--- src/rtl/lrs_pkg.sv ---
`timescale 1ns/1ps
package lrs_pkg;
  typedef enum logic [2:0] {
    ST_IDLE,
    ST_ENTER,
    ST_SETTLE,
    ST_EXIT,
    ST_INIT,
    ST_CHECK
  } lrs_state_e;
endpackage

--- src/rtl/lrs_delay_timer.sv ---
`timescale 1ns/1ps
module lrs_delay_timer #(
  parameter int CW = 16
) (
  input  logic          clk,
  input  logic          rst,
  input  logic          load_i,
  input  logic [CW-1:0] val_i,
  output logic          exp_o
);
  logic [CW-1:0] cnt_q;

  always_ff @(posedge clk) begin
    if (rst)                cnt_q <= '0;
    else if (load_i)        cnt_q <= val_i;
    else if (cnt_q != '0)   cnt_q <= cnt_q - 1'b1;
  end

  assign exp_o = (cnt_q == '0);

  AST_TMR_DOWN: assert property (@(posedge clk) disable iff (rst)
    (!load_i && cnt_q != '0) |=> (cnt_q == $past(cnt_q) - 1'b1));
endmodule

--- src/rtl/lrs_mask_latch.sv ---
`timescale 1ns/1ps
module lrs_mask_latch #(
  parameter int NCODEC = 15
) (
  input  logic              clk,
  input  logic              rst,
  input  logic              cap_i,
  input  logic [NCODEC-1:0] stat_i,
  output logic [NCODEC-1:0] mask_o
);
  always_ff @(posedge clk) begin
    if (rst)                          mask_o <= '0;
    else if (cap_i && mask_o == '0)   mask_o <= stat_i;
  end

  AST_MASK_ONCE: assert property (@(posedge clk) disable iff (rst)
    (mask_o != '0) |=> $stable(mask_o));
endmodule

--- src/rtl/lrs_ctrl.sv ---
`timescale 1ns/1ps
module lrs_ctrl
  import lrs_pkg::*;
#(
  parameter int CW     = 16,
  parameter int TMO_N  = 1000,
  parameter int SET_N  = 10,
  parameter int INIT_N = 54
) (
  input  logic          clk,
  input  logic          rst,
  input  logic          start_i,
  input  logic          full_i,
  input  logic          rdbk_i,
  input  logic          tmr_exp_i,
  output logic          tmr_load_o,
  output logic [CW-1:0] tmr_val_o,
  output logic          cap_o,
  output logic          link_run_o,
  output logic          stat_clr_o,
  output logic          done_o,
  output logic          busy_err_o,
  output logic          tmo_o
);
  localparam logic [CW-1:0] TMO_V  = CW'(TMO_N);
  localparam logic [CW-1:0] SET_V  = CW'(SET_N);
  localparam logic [CW-1:0] INIT_V = CW'(INIT_N);

  lrs_state_e state_q;

  always_comb begin
    tmr_load_o = 1'b0;
    tmr_val_o  = TMO_V;
    unique case (state_q)
      ST_IDLE:   if (start_i && full_i) begin tmr_load_o = 1'b1; tmr_val_o = TMO_V; end
      ST_ENTER:  if (!rdbk_i || tmr_exp_i) begin tmr_load_o = 1'b1; tmr_val_o = SET_V; end
      ST_SETTLE: if (tmr_exp_i) begin tmr_load_o = 1'b1; tmr_val_o = TMO_V; end
      ST_EXIT:   if (rdbk_i || tmr_exp_i) begin tmr_load_o = 1'b1; tmr_val_o = INIT_V; end
      default: ;
    endcase
  end

  assign cap_o = (state_q == ST_CHECK) && rdbk_i;

  always_ff @(posedge clk) begin
    if (rst) begin
      state_q    <= ST_IDLE;
      link_run_o <= 1'b0;
      stat_clr_o <= 1'b0;
      done_o     <= 1'b0;
      busy_err_o <= 1'b0;
      tmo_o      <= 1'b0;
    end else begin
      stat_clr_o <= 1'b0;
      done_o     <= 1'b0;
      unique case (state_q)
        ST_IDLE: if (start_i) begin
          busy_err_o <= 1'b0;
          tmo_o      <= 1'b0;
          if (full_i) begin
            stat_clr_o <= 1'b1;
            link_run_o <= 1'b0;
            state_q    <= ST_ENTER;
          end else begin
            state_q <= ST_CHECK;
          end
        end
        ST_ENTER: if (!rdbk_i || tmr_exp_i) begin
          if (rdbk_i) tmo_o <= 1'b1;
          state_q <= ST_SETTLE;
        end
        ST_SETTLE: if (tmr_exp_i) begin
          link_run_o <= 1'b1;
          state_q    <= ST_EXIT;
        end
        ST_EXIT: if (rdbk_i || tmr_exp_i) begin
          if (!rdbk_i) tmo_o <= 1'b1;
          state_q <= ST_INIT;
        end
        ST_INIT: if (tmr_exp_i) state_q <= ST_CHECK;
        ST_CHECK: begin
          done_o     <= 1'b1;
          busy_err_o <= !rdbk_i;
          state_q    <= ST_IDLE;
        end
        default: state_q <= ST_IDLE;
      endcase
    end
  end

  AST_DONE_PULSE: assert property (@(posedge clk) disable iff (rst)
    done_o |=> !done_o);
  AST_SKIP_NO_CLR: assert property (@(posedge clk) disable iff (rst)
    (state_q == ST_IDLE && start_i && !full_i) |=> !stat_clr_o);
  AST_HOLD_SETTLE: assert property (@(posedge clk) disable iff (rst)
    (state_q == ST_SETTLE) |-> !link_run_o);
  AST_BUSY_WITH_DONE: assert property (@(posedge clk) disable iff (rst)
    $rose(busy_err_o) |-> done_o);
  AST_CLR_ENTER: assert property (@(posedge clk) disable iff (rst)
    stat_clr_o |-> (state_q == ST_ENTER && !link_run_o));
endmodule

--- src/rtl/link_reset_seq.sv ---
`timescale 1ns/1ps
module link_reset_seq #(
  parameter int CLK_HZ = 100_000_000,
  parameter int NCODEC = 15
) (
  input  logic              clk,
  input  logic              rst,
  input  logic              start_i,
  input  logic              full_rst_i,
  input  logic              rst_rdbk_i,
  input  logic [NCODEC-1:0] stat_i,
  output logic              link_run_o,
  output logic              stat_clr_o,
  output logic              done_o,
  output logic              busy_err_o,
  output logic              tmo_o,
  output logic [NCODEC-1:0] codec_mask_o
);
  localparam int TMO_CYC    = CLK_HZ / 10;
  localparam int SETTLE_CYC = CLK_HZ / 10000;
  localparam int INIT_CYC   = (CLK_HZ / 100000) * 54;
  localparam int CW         = $clog2(TMO_CYC + 1);

  logic          tmr_load, tmr_exp, cap;
  logic [CW-1:0] tmr_val;

  lrs_ctrl #(
    .CW(CW), .TMO_N(TMO_CYC), .SET_N(SETTLE_CYC), .INIT_N(INIT_CYC)
  ) u_ctrl (
    .clk        (clk),
    .rst        (rst),
    .start_i    (start_i),
    .full_i     (full_rst_i),
    .rdbk_i     (rst_rdbk_i),
    .tmr_exp_i  (tmr_exp),
    .tmr_load_o (tmr_load),
    .tmr_val_o  (tmr_val),
    .cap_o      (cap),
    .link_run_o (link_run_o),
    .stat_clr_o (stat_clr_o),
    .done_o     (done_o),
    .busy_err_o (busy_err_o),
    .tmo_o      (tmo_o)
  );

  lrs_delay_timer #(.CW(CW)) u_tmr (
    .clk    (clk),
    .rst    (rst),
    .load_i (tmr_load),
    .val_i  (tmr_val),
    .exp_o  (tmr_exp)
  );

  lrs_mask_latch #(.NCODEC(NCODEC)) u_mask (
    .clk    (clk),
    .rst    (rst),
    .cap_i  (cap),
    .stat_i (stat_i),
    .mask_o (codec_mask_o)
  );
endmodule

--- config.mk ---
export PLATFORM = sky130hd
export DESIGN_NAME = link_reset_seq
export DESIGN_NICKNAME = d
export VERILOG_FILES = /design/src/rtl/lrs_pkg.sv /design/src/rtl/lrs_delay_timer.sv /design/src/rtl/lrs_mask_latch.sv /design/src/rtl/lrs_ctrl.sv /design/src/rtl/link_reset_seq.sv
export SDC_FILE = /design/constraint.sdc
export NUM_CORES = 1
export LEC_CHECK = 0
export BUFFER_PORTS_ARGS = -buffer_cell sky130_fd_sc_hd__buf_2
export CORE_AREA = 2 2 69 71
export DETAILED_ROUTE_END_ITERATION = 12
export DIE_AREA = 0 0 71 73
export PLACE_DENSITY = 0.87
export SETUP_SLACK_MARGIN = 0.5
export SYNTH_ARGS = -nofsm -noshare
export SYNTH_HDL_FRONTEND = slang
export SYNTH_HIERARCHICAL = 1
export SYNTH_SLANG_ARGS = --single-unit
--- constraint.sdc ---
create_clock -name clk -period 6 [get_ports clk]
set_input_delay 1.2 -clock clk [delete_from_list [all_inputs] [get_ports clk]]
set_output_delay 1.2 -clock clk [all_outputs]
set_load 0.02 [all_outputs]
==> results of run 1 <==
-- cells in the final DEF, fill, tap and decap left out, drive strengths merged, types with 4 or more instances in the layout --
master	instances
o21ai	16
dfxtp	47
nor3	9
xor2	14
nor2b	7
conb	11
inv	37
nor2	14
a21oi	12
buf	40
clkbuf	6
nor4	6
o32ai	14
xnor2	6
nand2	30
or3	8
nand4	4
-- state kept, by name, summed over array words and instances, names as in the netlist --
signal	cells
u_ctrl/tmo_o	1
u_ctrl/done_o	1
u_mask/mask_o	15
u_tmr/cnt_q	24
u_ctrl/stat_clr_o	1
u_ctrl/state_q	3
u_ctrl/busy_err_o	1
u_ctrl/link_run_o	1
-- metal layers --
layer  up-vias  track usage, %
met2        53            37.9
met4         0            6.92
met1      1036            26.5
met5         -               0
met3         2            3.73
li1       1062               -
-- worst max-delay path: cells and delay by family, from the launching register on --
kind | cells | cell delay (ns)
AOI/OAI and AO/OA | 3 | 0.40
buffers and inverters | 1 | 0.24
DFF | 1 | 0.36
and+or+nand+nor | 6 | 2.96
-- worst paths after layout --
| kind | start | endpoint | slack [ns] | cells after the start |
|---|---|---|---|---|
| setup / recovery | u_tmr/cnt_q[4] | u_tmr/cnt_q[14] | 1.97 | 10 |
| hold / removal | u_mask/mask_o[14] | u_mask/mask_o[14] | 0.49 | 2 |
| setup reg to reg | u_tmr/cnt_q[4] | u_tmr/cnt_q[14] | 1.97 | 10 |
| hold reg to reg | u_mask/mask_o[14] | u_mask/mask_o[14] | 0.49 | 2 |
-- power by group through the flow --
stage / registers, mW / clock network [mW] / logic [mW]
floorplan: 0.450 / 0 / 0.432
global placement: 0.467 / 0 / 0.481
detailed placement: 0.471 / 0 / 0.489
CTS: 0.464 / 0.196 / 0.498
global route: 0.476 / 0.206 / 0.563
finish: 0.466 / 0.193 / 0.504
-- metrics by stage --
stage               cells  utilization, %
floorplan             313               -
global placement      372            59.4
detailed placement    372            59.4
CTS                   380            61.3
global route          380            61.3
finish                380            61.3
-- cell families (layout without fill, tap and decap cells) --
| logic type | Yosys count | after routing | synth area share [%] |
|---|---|---|---|
| adder cells (fa/ha/maj) | 2 | 2 | 0.953 |
| buffers and inverters | 71 | 84 | 14.2 |
| flip-flops | 47 | 47 | 35.8 |
| AO/OA/AOI/OAI | 61 | 61 | 19.7 |
| AND/OR/NAND/NOR | 99 | 99 | 21.6 |
| XOR/XNOR | 20 | 20 | 6.67 |
| other | 2 | 11 | 0.286 |
| multiplexers | 2 | 2 | 0.810 |
-- cell type report --
cell class	instances	area (µm²)	area share (%)
multi-input cells	195	1350	48.4
clock inverters	2	16.3	0.585
well taps	54	67.6	2.43
flip-flops and latches	47	941	33.8
inverters	36	135	4.86
clock buffers	6	72.6	2.61
repair buffers	40	203	7.29
==> results_dict.tcl, run 1 <==
set metrics [dict create \
    die_area_um2 5180 \
    post_cts_buffers 0 \
    clk_pin_slew_ns 0.09 \
    area_growth_syn_to_layout_pct 5.96 \
    yosysSeqAreaShare_pct 35.8 \
    clk_path_buf_depth 2 \
    slew_viol_final 0 \
    internal_power_uw 689 \
    grt_usage_pct 21.4 \
    total_power_mw 1.16 \
    arrival_ns 4.27 \
    cp-start-kind "register" \
    hold_buffers 0 \
    place_area_um2 2690 \
    synth_most_common_cell "dfxtp_1" \
    async_reset_ff_share_pct 0 \
    h-tree-depth 2 \
    grt_pass1_vias 2005 \
    synth_top_area_share_pct 35.8 \
    synthTopCellsByArea "dfxtp_1 36%, buf_4 5.7%, inv_1 5.1%, o32ai_2 5.0%, xor2_1 4.7%" \
    cts_resized 0 \
    route.met3.wl_um 192 \
    fin_ws_ns 1.97 \
    nNetsFinal 347 \
    wl_per_cell_um 14.0 \
    synth.largest_area_cell "dfxtp_1" \
    whs_ns 0.493 \
    worstPathCellList "or4_1 > and4bb_1 > and3_1 > and2_1 > o22ai_1 > a21oi_1 > buf_4 > nor2b_1 > nand2_1 > o21ai_0" \
    worst_pin_slew_ns 1.04 \
    ys_ff_latch 47 \
    final.setup_skew_ns 0.0131 \
    p_switching_uw 474 \
    critPathMaxFanout 23 \
    synth_top_flop_cell "dfxtp_1" \
    first_iter_violations 244 \
    die_x_um 71 \
    start_util_pct 57.9 \
    cts_num_sinks 47 \
    period_minus_slack_ns 4.03 \
    wl_met1_um 2350 \
    vias 2153 \
    viasPerCell 5.67 \
    pre_cts_ws_ns 2.08 \
    postLayoutCellArea_um2 2780 \
    grt_setup_unrepaired "no" \
    p_comb_share_pct 43.3 \
    ir_worst_vdd_mv 0.190 \
    hold_class "reg2reg" \
    drc_errors 0 \
    synth_cell_types 56 \
    synthCells 304 \
    cts_made_buffers 5 \
    finalHoldViolations 0 \
    powerDensity_nw_per_um2 418 \
    switching_share_pct 40.8 \
    totalWireLength_um 5310 \
    status "finished, final reports clean" \
    place_congestion 0.871 \
    core_um2 4540 \
    setup_violations 0 \
    synth_area_per_cell_um2 8.63 \
    dr_wl_met2_um 2740 \
    ant_nets 0 \
    dr.pass1.iters 5 \
    drive_gt1_share_pct 20.2 \
    synth-edff-count 0 \
    ios 40 \
    port_buffers 39 \
    antenna_found_initial 0 \
    nFillCells 392 \
    cp_slowest_cell "nor2b_1" \
    grt_pass1_wl_um 8980 \
    required_ns 6.23 \
    worst-setup-path-type "reg2reg" \
    syn_area_um2 2630 \
    grt_max_degree 37 \
    tns_ns 0 \
    cp_slowest_stage_delay_ns 0.82 \
    critPathCaptureType "register" \
    dp_hpwl_um 3790 \
    synth_commonest_cells "47 x dfxtp_1, 36 x inv_1, 30 x nand2_1" \
    gr-total-overflow 0 \
    cts_tree "yes" \
    cts-root-buf "clkbuf_8" \
    antenna_cells 0 \
    ys.warnings.count 6 \
    num_rows 25 \
    highest_layer "met4" \
    clk_latency_ns 0.30 \
    maxCapViolCount 0 \
    clock.fmax_mhz 248 \
    clockPowerShare_pct 16.6 \
    p_leak_nw 1.16 \
    slew-limit-headroom_pct 30.2 \
    finalCritPeriodShare_pct 67.2 \
    seqPwrFrac_pct 40.1 \
    die_h_um 73 \
]
Power figures use the tool's default switching activity.
==> run 2, diff against run 1 <==
CORE_AREA = 2 2 71 73   (was 2 2 69 71)
DIE_AREA = 0 0 73 75   (was 0 0 71 73)
PLACE_DENSITY = 0.83   (was 0.87)
clock period = 4.2 ns   (was 6 ns; I/O delays follow)
==> run 2 against run 1 <==
  * Die area rose by 5.6%
  * Clock skew rose by 0.0036 ns
  * Count of clock-buffer cells in the layout fell by 1
  * Critical path type unchanged
  * Critical endpoint is now u_tmr/cnt_q[18]
==> results_dict.tcl, run 2 (synthesis results as in run 1) <==
set metrics [dict create \
    status "finished, final reports clean" \
    period_minus_slack_ns 3.00 \
    layout_common_cells "47 x dfxtp_1, 39 x buf_2, 36 x inv_1" \
    antenna_cells 0 \
    wl_per_cell_um 13.4 \
    grt_pass1_wl_um 8780 \
    start_util_pct 56.3 \
    grt_usage_pct 20.4 \
    totalWireLength_um 5110 \
    worstPathCellList "or4_1 > and4bb_1 > and3_1 > buf_4 > o22ai_1 > a21oi_1 > buf_4 > nor2_1 > nand2b_1 > o21ai_0" \
    die_area_um2 5480 \
    first_iter_violations 139 \
    finalHoldViolations 0 \
    port_buffers 39 \
    seqPwrFrac_pct 38.9 \
    dp_hpwl_um 3680 \
    hold_buffers 0 \
    critPathCaptureType "register" \
    nNetsFinal 349 \
    reg2reg_setup_slack_ns 1.20 \
    ios 40 \
    clk_path_buf_depth 2 \
    grt_max_degree 37 \
    ir_worst_vdd_mv 0.224 \
    clock.fmax_mhz 333 \
    cts_resized 0 \
    h-tree-depth 2 \
    slew_viol_final 0 \
    required_ns 4.38 \
    vias 2110 \
    arrival_ns 3.18 \
    ant_nets 0 \
    drive_gt1_share_pct 21.0 \
    finalCritPeriodShare_pct 71.4 \
    cp-start-kind "register" \
    viasPerCell 5.52 \
    die_x_um 73 \
    p_leak_nw 1.18 \
    powerDensity_nw_per_um2 610 \
    layout_commonest_cell "dfxtp_1" \
    clk_pin_slew_ns 0.09 \
    tns_ns 0 \
    grt_setup_unrepaired "no" \
    reg_top3 "u_tmr/cnt_q (24), u_mask/mask_o (15), u_ctrl/state_q (3)" \
    place_congestion 0.879 \
    cts_tree "yes" \
    area_growth_syn_to_layout_pct 7.53 \
    largest_register "u_tmr/cnt_q" \
    num_rows 25 \
    dr.pass1.iters 4 \
    core_um2 4660 \
    clk_latency_ns 0.31 \
    clockPowerShare_pct 19.8 \
    hold_class "reg2reg" \
    antenna_found_initial 0 \
    worst_pin_slew_ns 1.05 \
    grt_pass1_vias 2013 \
    switching_share_pct 39.2 \
    p_comb_share_pct 41.3 \
    critPathMaxFanout 22 \
    cp_slowest_cell "or4_1" \
    setup_violations 0 \
    cts_num_sinks 47 \
    slew-limit-headroom_pct 29.5 \
    gr-total-overflow 0 \
    post_cts_buffers 0 \
    internal_power_mw 1.05 \
    p_switching_uw 675 \
    drc_errors 0 \
    cts_made_buffers 5 \
    crit_top_cell "buf_4" \
    final.setup_skew_ns 0.0167 \
    largest_reg_flops 24 \
    maxCapViolCount 0 \
    cts-root-buf "clkbuf_8" \
    fin_util_pct 60.6 \
    die_h_um 75 \
    worst-setup-path-type "reg2reg" \
    cp_slowest_stage_delay_ns 0.64 \
]
## run 2: cell type report
type                       count  area, µm²
fill                         407       1840
multi-input combinational    195       1350
sequential                    47        941
timing repair buffer          42        218
inverter                      36        135
clock buffer                   5       68.8
tap                           54       67.6
clock inverter                 3       46.3
## run 2: final timing paths
kind	cells after the start	end	startpoint
setup / recovery	10	u_tmr/cnt_q[18]	u_tmr/cnt_q[4]
hold / removal	2	u_mask/mask_o[0]	u_mask/mask_o[0]
setup reg to reg	10	u_tmr/cnt_q[18]	u_tmr/cnt_q[4]
hold reg to reg	2	u_mask/mask_o[0]	u_mask/mask_o[0]
## run 2: metrics by stage
stage | hold WS (ns) | instances | cell area (µm²) | total power, mW | setup slack, ns
floorplan | 0.515 | 313 | 2660 | 1.26 | 1.09
global placement | 0.468 | 374 | 2710 | 1.36 | 1.28
detailed placement | 0.474 | 374 | 2710 | 1.38 | 1.17
CTS | 0.487 | 382 | 2820 | 1.72 | 1.18
global route | 0.512 | 382 | 2820 | 1.85 | 0.905
finish | 0.485 | 382 | 2820 | 1.72 | 1.20
## run 2: power by group through the flow
stage	Clock, mW	Combinational, mW	Sequential, mW
after floorplan	0	0.617	0.644
after global placement	0	0.693	0.670
after detailed placement	0	0.705	0.675
after CTS	0.346	0.712	0.667
after global routing	0.366	0.796	0.686
final	0.341	0.712	0.670
## run 2: layer usage
layer  global-route usage, %  share of wire (%)  vias to the layer above
li1                        -                  -                     1062
met1                    24.3                 45                      985
met2                    34.7                 48                       53
met3                    5.62                5.4                       10
met4                    8.64                2.0                        0
met5                       0                  0                        -
## run 2: critical path, delay by kind of cell (launching register included)
family,cells,cell delay (ns)
buf+inv,2,0.47
simple gates,5,1.61
compound gates,3,0.43
flops,1,0.35
